==> src/rtl/rxs_pkg.sv <==
package rxs_pkg;
    typedef struct packed {
        logic brk;
        logic pe;
        logic fe;
    } rx_flags_t;

    typedef enum logic [1:0] {
        RTS_IDLE  = 2'd0,
        RTS_LIVE  = 2'd1,
        RTS_PAUSE = 2'd2
    } rts_state_t;
endpackage

==> src/rtl/rxs_store.sv <==
module rxs_store
    import rxs_pkg::*;
#(
    parameter int DW    = 8,
    parameter int DEPTH = 3
) (
    input  logic            clk,
    input  logic            rst_n,
    input  logic            wr_en,
    input  logic [DW-1:0]   wr_data,
    input  rx_flags_t       wr_flags,
    input  logic            rd_en,
    output logic            wr_ok,
    output logic            rd_ok,
    output logic [DW-1:0]   head_data,
    output rx_flags_t       head_flags,
    output rx_flags_t       nxt_flags,
    output logic            empty,
    output logic            full,
    output logic            multi
);
    localparam int AW = (DEPTH > 1) ? $clog2(DEPTH) : 1;
    localparam int CW = $clog2(DEPTH + 1);
    localparam int EW = DW + 3;

    logic [EW-1:0] mem [DEPTH];
    logic [AW-1:0] rd_ptr, wr_ptr, rd_inc;
    logic [CW-1:0] count;

    function automatic logic [AW-1:0] bump(input logic [AW-1:0] p);
        return (p == AW'(DEPTH - 1)) ? '0 : p + AW'(1);
    endfunction

    assign empty  = (count == '0);
    assign full   = (count == CW'(DEPTH));
    assign multi  = (count > CW'(1));
    assign rd_ok  = rd_en && !empty;
    assign wr_ok  = wr_en && (!full || rd_ok);
    assign rd_inc = bump(rd_ptr);

    assign head_data  = mem[rd_ptr][DW-1:0];
    assign head_flags = rx_flags_t'(mem[rd_ptr][EW-1:DW]);
    assign nxt_flags  = rx_flags_t'(mem[rd_inc][EW-1:DW]);

    always_ff @(posedge clk) begin
        if (wr_ok) mem[wr_ptr] <= {wr_flags, wr_data};
    end

    always_ff @(posedge clk or negedge rst_n) begin
        if (!rst_n) begin
            rd_ptr <= '0;
            wr_ptr <= '0;
            count  <= '0;
        end else begin
            if (wr_ok) wr_ptr <= bump(wr_ptr);
            if (rd_ok) rd_ptr <= rd_inc;
            unique case ({wr_ok, rd_ok})
                2'b10:   count <= count + CW'(1);
                2'b01:   count <= count - CW'(1);
                default: count <= count;
            endcase
        end
    end
endmodule

==> src/rtl/rxs_errstat.sv <==
module rxs_errstat
    import rxs_pkg::*;
(
    input  logic      clk,
    input  logic      rst_n,
    input  logic      err_mode,
    input  logic      reset_err,
    input  logic      head_valid,
    input  rx_flags_t head_flags,
    input  logic      new_head,
    input  rx_flags_t new_flags,
    output rx_flags_t status
);
    rx_flags_t acc;

    always_ff @(posedge clk or negedge rst_n) begin
        if (!rst_n) begin
            acc <= '0;
        end else begin
            acc <= (reset_err ? rx_flags_t'('0) : acc)
                 | (new_head ? new_flags : rx_flags_t'('0));
        end
    end

    always_comb begin
        if (err_mode)        status = acc;
        else if (head_valid) status = head_flags;
        else                 status = '0;
    end
endmodule

==> src/rtl/rxs_rts_fsm.sv <==
module rxs_rts_fsm
    import rxs_pkg::*;
(
    input  logic clk,
    input  logic rst_n,
    input  logic auto_en,
    input  logic on_cmd,
    input  logic off_cmd,
    input  logic start_bit,
    input  logic full,
    output logic rts_n
);
    rts_state_t state, next;

    always_ff @(posedge clk or negedge rst_n) begin
        if (!rst_n) state <= RTS_IDLE;
        else        state <= next;
    end

    always_comb begin
        next = state;
        if (off_cmd) begin
            next = RTS_IDLE;
        end else if (on_cmd) begin
            next = RTS_LIVE;
        end else begin
            unique case (state)
                RTS_IDLE:  next = RTS_IDLE;
                RTS_LIVE:  if (auto_en && start_bit && full) next = RTS_PAUSE;
                RTS_PAUSE: if (!full) next = RTS_LIVE;
                default:   next = RTS_IDLE;
            endcase
        end
    end

    always_comb begin
        unique case (state)
            RTS_LIVE: rts_n = 1'b0;
            default:  rts_n = 1'b1;
        endcase
    end
endmodule

==> src/rtl/rx_fifo_status.sv <==
module rx_fifo_status
    import rxs_pkg::*;
#(
    parameter int DW    = 8,
    parameter int DEPTH = 3
) (
    input  logic          clk,
    input  logic          rst_n,
    input  logic          push_valid,
    input  logic [DW-1:0] push_data,
    input  logic          push_fe,
    input  logic          push_pe,
    input  logic          push_brk,
    input  logic          start_bit,
    input  logic          pop,
    input  logic          reset_err,
    input  logic          err_mode,
    input  logic          irq_sel,
    input  logic          auto_rts_en,
    input  logic          rts_on_cmd,
    input  logic          rts_off_cmd,
    output logic [DW-1:0] head_data,
    output logic          rx_ready,
    output logic          fifo_full,
    output logic          stat_fe,
    output logic          stat_pe,
    output logic          stat_brk,
    output logic          overrun,
    output logic          irq,
    output logic          rts_n
);
    rx_flags_t in_flags, head_flags, nxt_flags, new_flags, status;
    logic wr_ok, rd_ok, empty, full, multi, new_head, ovr_q;

    assign in_flags = '{brk: push_brk, pe: push_pe, fe: push_fe};

    rxs_store #(.DW(DW), .DEPTH(DEPTH)) u_store (
        .clk(clk), .rst_n(rst_n),
        .wr_en(push_valid), .wr_data(push_data), .wr_flags(in_flags),
        .rd_en(pop), .wr_ok(wr_ok), .rd_ok(rd_ok),
        .head_data(head_data), .head_flags(head_flags), .nxt_flags(nxt_flags),
        .empty(empty), .full(full), .multi(multi)
    );

    always_comb begin
        new_head  = 1'b0;
        new_flags = in_flags;
        if (empty) begin
            new_head = wr_ok;
        end else if (rd_ok) begin
            if (multi) begin
                new_head  = 1'b1;
                new_flags = nxt_flags;
            end else begin
                new_head = wr_ok;
            end
        end
    end

    rxs_errstat u_err (
        .clk(clk), .rst_n(rst_n), .err_mode(err_mode), .reset_err(reset_err),
        .head_valid(!empty), .head_flags(head_flags),
        .new_head(new_head), .new_flags(new_flags), .status(status)
    );

    rxs_rts_fsm u_rts (
        .clk(clk), .rst_n(rst_n), .auto_en(auto_rts_en),
        .on_cmd(rts_on_cmd), .off_cmd(rts_off_cmd),
        .start_bit(start_bit), .full(full), .rts_n(rts_n)
    );

    always_ff @(posedge clk or negedge rst_n) begin
        if (!rst_n)                      ovr_q <= 1'b0;
        else if (reset_err)              ovr_q <= 1'b0;
        else if (push_valid && !wr_ok)   ovr_q <= 1'b1;
    end

    assign rx_ready  = !empty;
    assign fifo_full = full;
    assign stat_fe   = status.fe;
    assign stat_pe   = status.pe;
    assign stat_brk  = status.brk;
    assign overrun   = ovr_q;
    assign irq       = irq_sel ? full : !empty;
endmodule

==> config.mk <==
export PLATFORM = sky130hd
export DESIGN_NAME = rx_fifo_status
export DESIGN_NICKNAME = d
export VERILOG_FILES = /design/src/rtl/rxs_pkg.sv /design/src/rtl/rxs_store.sv /design/src/rtl/rxs_errstat.sv /design/src/rtl/rxs_rts_fsm.sv /design/src/rtl/rx_fifo_status.sv
export SDC_FILE = /design/constraint.sdc
export NUM_CORES = 1
export LEC_CHECK = 0
export ABC_CLOCK_PERIOD_IN_PS = 4200
export BUFFER_PORTS_ARGS = -buffer_cell sky130_fd_sc_hd__buf_2
export CORE_MARGIN = 1
export CORE_UTILIZATION = 50
export DETAILED_ROUTE_END_ITERATION = 6
export PLACE_DENSITY = 0.83
export SLEW_MARGIN = 20
export SYNTH_ARGS = -nofsm -noshare
export SYNTH_HDL_FRONTEND = slang
export SYNTH_SLANG_ARGS = --single-unit
==> constraint.sdc <==
create_clock -name clk -period 4.2 [get_ports clk]
set_input_delay 0.21 -clock clk [delete_from_list [all_inputs] [get_ports clk]]
set_output_delay 0.21 -clock clk [all_outputs]
set_load 0.01 [all_outputs]
Yosys cells after proc, flatten, opt, wreduce, memory -nomap -nowiden
Memory sizes are Yosys's and may differ from the RTL's.
Index checks and enable logic that the tools add are counted.
- memories: 1
- memory bits (writable): 33
- input port bits: 22
- bits in registers: 12
- memory list (name ; depth ; bits a word ; read ports ; clocked after Yosys merged registers in ; wr ports ; line ; RTL):
    u_store.mem ; 3 ; 11 ; 2 ; 0 ; 1 ; rxs_store.sv:26 ; logic [EW-1:0] mem [DEPTH];
- reductions and logical operators: 13
- equal/unequal tests: 9
- multiplexer cells: 24
- bitwise gates (word level): 1
- order comparisons: 1
- $add $sub $neg: 4
- operators by type and width (kind ; number):
    2-to-1 mux 3 bit ; 7
    2-to-1 mux 2 bit ; 6
    == test 2 bit, second input constant ; 5
    2-to-1 mux 1 bit ; 9
    one-hot mux 2 bit (2 select lines) ; 2
    adder 2 x 1 -> 2 bit, second input constant ; 3
    logical AND 1 bit ; 5
    == test 2 x 1 -> 1 bit, second input constant ; 2
    inequality test 4 x 3 -> 1 bit, second input constant ; 1
    inequality test 4 bit, second input constant ; 1
    nonzero test 2 bit ; 2
    zero test 1 bit ; 3
    OR 3 bit ; 1
    greater-than comparator 2 x 1 -> 1 bit, second input constant ; 1
    zero test 2 bit ; 1
    AND reduction 2 bit ; 1
    subtractor 2 x 1 -> 2 bit, second input constant ; 1
    logical OR 1 bit ; 1

Longest topological paths before layout
- depth in word-level cells: 10
- mapped depth: 6

Cells and area by module
A second synthesis with hierarchy kept.
- cell total of the unflattened synthesis: 160
- area total of the unflattened synthesis: 2079.5 um^2
- modules (own cells, without submodules) (module ; area each (um^2) ; times used ; cells each):
    rxs_store ; 1672.9 ; 1 ; 118
    rxs_errstat ; 148.9 ; 1 ; 18
    rx_fifo_status ; 136.4 ; 1 ; 13
    rxs_rts_fsm ; 121.4 ; 1 ; 11

Worst setup path before layout
OpenSTA, ideal clock, no wires.
- kind: register to register
- from: reg u_store.count[1]
- to: mem u_store.mem[2][0] (netlist bit), enable pin
- path buffers: 1
- data required time: 3.804 ns
- setup time: 0.396 ns
- cell stages (with the launch flop): 7
- path slack: 1.690 ns
- arrival time: 2.114 ns
- cells stage by stage: dfrtp_1 -> inv_1 -> ha_1 -> nand2b_1 -> buf_6 -> a21o_2 -> nor3b_1
- cells in the longest elaborated chain, start to end: 7
- RTL lines (what ; line ; RTL):
    start, declared ; rxs_store.sv:28 ; logic [CW-1:0] count;
    start signal, assigned ; rxs_store.sv:58 ; 2'b10: count <= count + CW'(1);
    start signal, assigned ; rxs_store.sv:59 ; 2'b01: count <= count - CW'(1);
    start signal, assigned ; rxs_store.sv:60 ; default: count <= count;
    zero test 2 bit ; rxs_store.sv:34 ; assign empty = (count == '0);
    zero test 1 bit ; rxs_store.sv:37 ; assign rd_ok = rd_en && !empty;
    logical AND 1 bit ; rxs_store.sv:37 ;
    logical OR 1 bit (*) ; rxs_store.sv:38 ; assign wr_ok = wr_en && (!full || rd_ok);
    logical AND 1 bit (*) ; rxs_store.sv:38 ;
    2-to-1 mux 1 bit (*) ; rxs_store.sv:46 ; if (wr_ok) mem[wr_ptr] <= {wr_flags, wr_data};
    2-to-1 mux 1 bit (not written as such) (*) ; rxs_store.sv:46 ;
    end, declared ; rxs_store.sv:26 ;
Every way passes the cells marked *; elsewhere a longest branch is shown, timed or not.

Worst setup path in the final report
- from: reg u_store.count[1]
- to: mem u_store.mem[2][7] (netlist bit), enable pin
The elaborated chain is that of the path after synthesis.

==> impl_metrics.ini <==
[clocking]
cts_resized = 0
cts_root_buf = clkbuf_8
path_clk_slew_ns = 0.08
cts_tree = built
cts_made_buffers = 5
ctsLongestPathBuffers = 2
cts.sinks = 45
ctsHtreeMaxLevel = 2
insertion_delay_ns = 0.29

[die]
die_x_um = 66.3
pin_count = 38
rows = 23
die_y_um = 66.3
die-area_mm2 = 0.00440
core_area_mm2 = 0.00400
initial_core_util_pct = 51.7

[place]
post-dp-hpwl_um = 2480
portBuffers = 37
gp_congestion = 0.824

[layout]
final_core_util_pct = 60.0
n_antenna_cell = 0
drive_above_1_share_pct = 29.2
area_growth_pct = 16.0
nNetsFinal = 216

[grt]
track_usage_pct = 18.6
grt_overflow_total = 0
grt_pass1_vias = 1261
grt_max_degree = 32
antenna_found_initial = 0
grt_pass1_wl_um = 5850

[sta]
tightest_slew_ns = 0.918
slew_viol_final = 0
setup_tns_ns = 0
fmaxAchievable_ghz = 0.384
rsz0062_at_grt = false
clock_skew_ns = 0.00454
period_minus_slack_ns = 2.60
finalSetupViolations = 0
fin_crit_sh_pct = 62.0
hold_violations = 0
slew_headroom_pct = 38.5

[power]
power.density_mw_per_mm2 = 655
p_switching_w = 0.000537
p_leak_nw = 0.947
finalPower_w = 0.00157
p_seq_share_pct = 45.9
swShare_pct = 34.2
pwr-share-comb_pct = 34.0
max-vdd-ir-drop_uv = 306
clkPwrFrac_pct = 20.1
power.internal_w = 0.00103

[worst_hold_path]
hold_class = in -> reg

[setup_path]
cp-start-kind = register
critPathTopFamily = simple AND/OR/NAND/NOR gates
path_class = reg -> reg
critical-path-max-stage-delay_ns = 0.76
critPathMaxFanout = 11
path_cells = inv_1, ha_1, nand2b_1, a21o_2, nor3b_2
critPathBufInv = 1
cpMaxStageDelayCell = nor3b_2
crit_arrival_ns = 2.53
worstPathRequired_ns = 4.12
endpoint_kind = register

[drt]
via_per_inst = 5.40
ant_nets = 0
routedWlPerCell_um = 14.4
drt_iter0_markers = 60
dr.pass1.iters = 4
drcViolationCount = 0
maxUsedRoutingLayer = met4
vias = 1306
met3_length_um = 131
wl_met2_um = 1810
drt-total-wl_um = 3490
wl_met1_um = 1520

[run_status]
status = complete, no violations

[synthesis]
ys_ff_latch = 45
synth_warnings = 0
syn_area_mm2 = 0.00207
seq_area_frac_synth_pct = 62.4
postSynthAreaPerCell_um2 = 13.5
ys_types = 32
synth_cells = 153
syn_nets = 178

[flow_run]
maxCapViolCount = 0
state kept, by name, summed over array words and instances, names as in the netlist:
register,count
u_store.mem,33
u_rts.state,2
u_store.rd_ptr,2
overrun,1
u_store.wr_ptr,2
u_err.acc,3
u_store.count,2
power by group through the flow:
stage / logic [W] / clock network, W / registers [W]
after floorplan: 0.000454 / 0 / 0.000654
after global placement: 0.000523 / 0 / 0.000725
after detailed placement: 0.000537 / 0 / 0.000732
after CTS: 0.000542 / 0.000324 / 0.000722
after global routing: 0.000596 / 0.000341 / 0.000740
final: 0.000534 / 0.000315 / 0.000722
final cells by class:
type	count	area (um2)
Multi-Input combinational cell	95	717
Sequential cell	45	1290
Fill cell	317	1600
Tap cell	50	62.6
Inverter	6	22.5
Timing Repair Buffer	38	195
Clock buffer	6	72.6
Clock inverter	2	38.8
final timing paths:
kind	from	depth (start not counted)	end	slack, ns
worst max-delay path	u_store.count[1]$_DFFE_PN0P_	5	u_store.mem[2][7]$_DFFE_PP_	1.60
worst min register to register	u_store.count[0]$_DFFE_PN0P_	1	u_store.count[0]$_DFFE_PN0P_	0.53
max in group asynchronous	rst_n	2	u_store.wr_ptr[0]$_DFFE_PN0P_	3.66
min in group asynchronous	rst_n	2	u_store.rd_ptr[0]$_DFFE_PN0N_	0.32
worst min-delay path	rts_off_cmd	2	u_rts.state[0]$_DFFE_PN0P_	0.08
worst max register to register	u_store.count[1]$_DFFE_PN0P_	5	u_store.mem[2][7]$_DFFE_PP_	1.60
cell usage in the layout (no fill, tap or decap), drive strengths merged:
master and count:
xnor2 1, nor2 3, o21ai 15, bufinv 1
a32oi 3, nor2b 2, a21boi 3, inv 6
a21o 3, edfxtp 33, or3 1, clkbuf 6
a2111oi 2, ha 3, nor3b 3, dfrtp 12
nand3b 1, o211ai 3, dlygate4sd3 1, mux2i 13
a31oi 1, a22o 3, buf 37, nand2b 8
nand3 1, and4bb 1, nand4bb 1, clkinv 1
nand2 17, mux2 5, a311oi 1, and2b 1
cells in the mapped netlist:
| cell type | instances | area share [%] |
|---|---|---|
| a21o_2 | 1 | 0.42 |
| inv_1 | 6 | 1.1 |
| a311oi_1 | 1 | 0.42 |
| a31oi_1 | 1 | 0.30 |
| nand2b_1 | 8 | 2.4 |
| a22o_1 | 3 | 1.3 |
| nand3b_1 | 1 | 0.36 |
| mux2i_1 | 13 | 6.3 |
| and4bb_2 | 1 | 0.60 |
| nand2_1 | 17 | 3.1 |
| o211ai_1 | 3 | 1.1 |
| or3_2 | 1 | 0.36 |
| nand4bb_1 | 1 | 0.54 |
| buf_6 | 1 | 0.54 |
| a21o_1 | 2 | 0.73 |
| ha_1 | 3 | 1.8 |
| nor2_1 | 3 | 0.54 |
| xnor2_1 | 1 | 0.42 |
| buf_4 | 2 | 0.73 |
| a2111oi_4 | 2 | 2.7 |
| and2b_2 | 1 | 0.42 |
| edfxtp_1 | 33 | 48 |
| nor3b_1 | 3 | 1.1 |
| clkbuf_1 | 2 | 0.36 |
| a32oi_1 | 3 | 1.3 |
| buf_2 | 2 | 0.48 |
| nand3_1 | 1 | 0.24 |
| o21ai_0 | 15 | 3.6 |
| nor2b_1 | 2 | 0.60 |
| a21boi_0 | 3 | 1.1 |
| mux2_2 | 5 | 2.7 |
| dfrtp_1 | 12 | 15 |
routing by layer:
layer / GRT usage, % / vias to the layer above
li1: - / 641
met1: 22.9 / 634
met2: 30.7 / 29
met3: 5.17 / 2
met4: 7.45 / 0
met5: 0 / -
metrics by stage:
stage,cells,area [um2],worst slack [ns],hold slack (ns)
after floorplan,153,2070,1.69,-0.0856
after global placement,233,2280,1.72,0.108
after detailed placement,233,2280,1.56,0.106
after CTS,242,2400,1.55,0.0673
after global routing,242,2400,1.39,0.0702
final,242,2400,1.60,0.0751
cells by family after synthesis:
family	share of synthesized area, %
adder cells (fa/ha/maj)	1.81
flip-flops	62.4
XOR/XNOR	0.423
multiplexers	9.01
buffers and inverters	3.20
AO/OA/AOI/OAI	12.9
AND/OR/NAND/NOR	10.3
repair_timing:
action / 4_1_cts / 5_1_grt
setup buffers: 0 / 0
hold buffers: 1 / 0
hold endpoints to repair: 12 / 0
(Power assumes the default switching activity.)
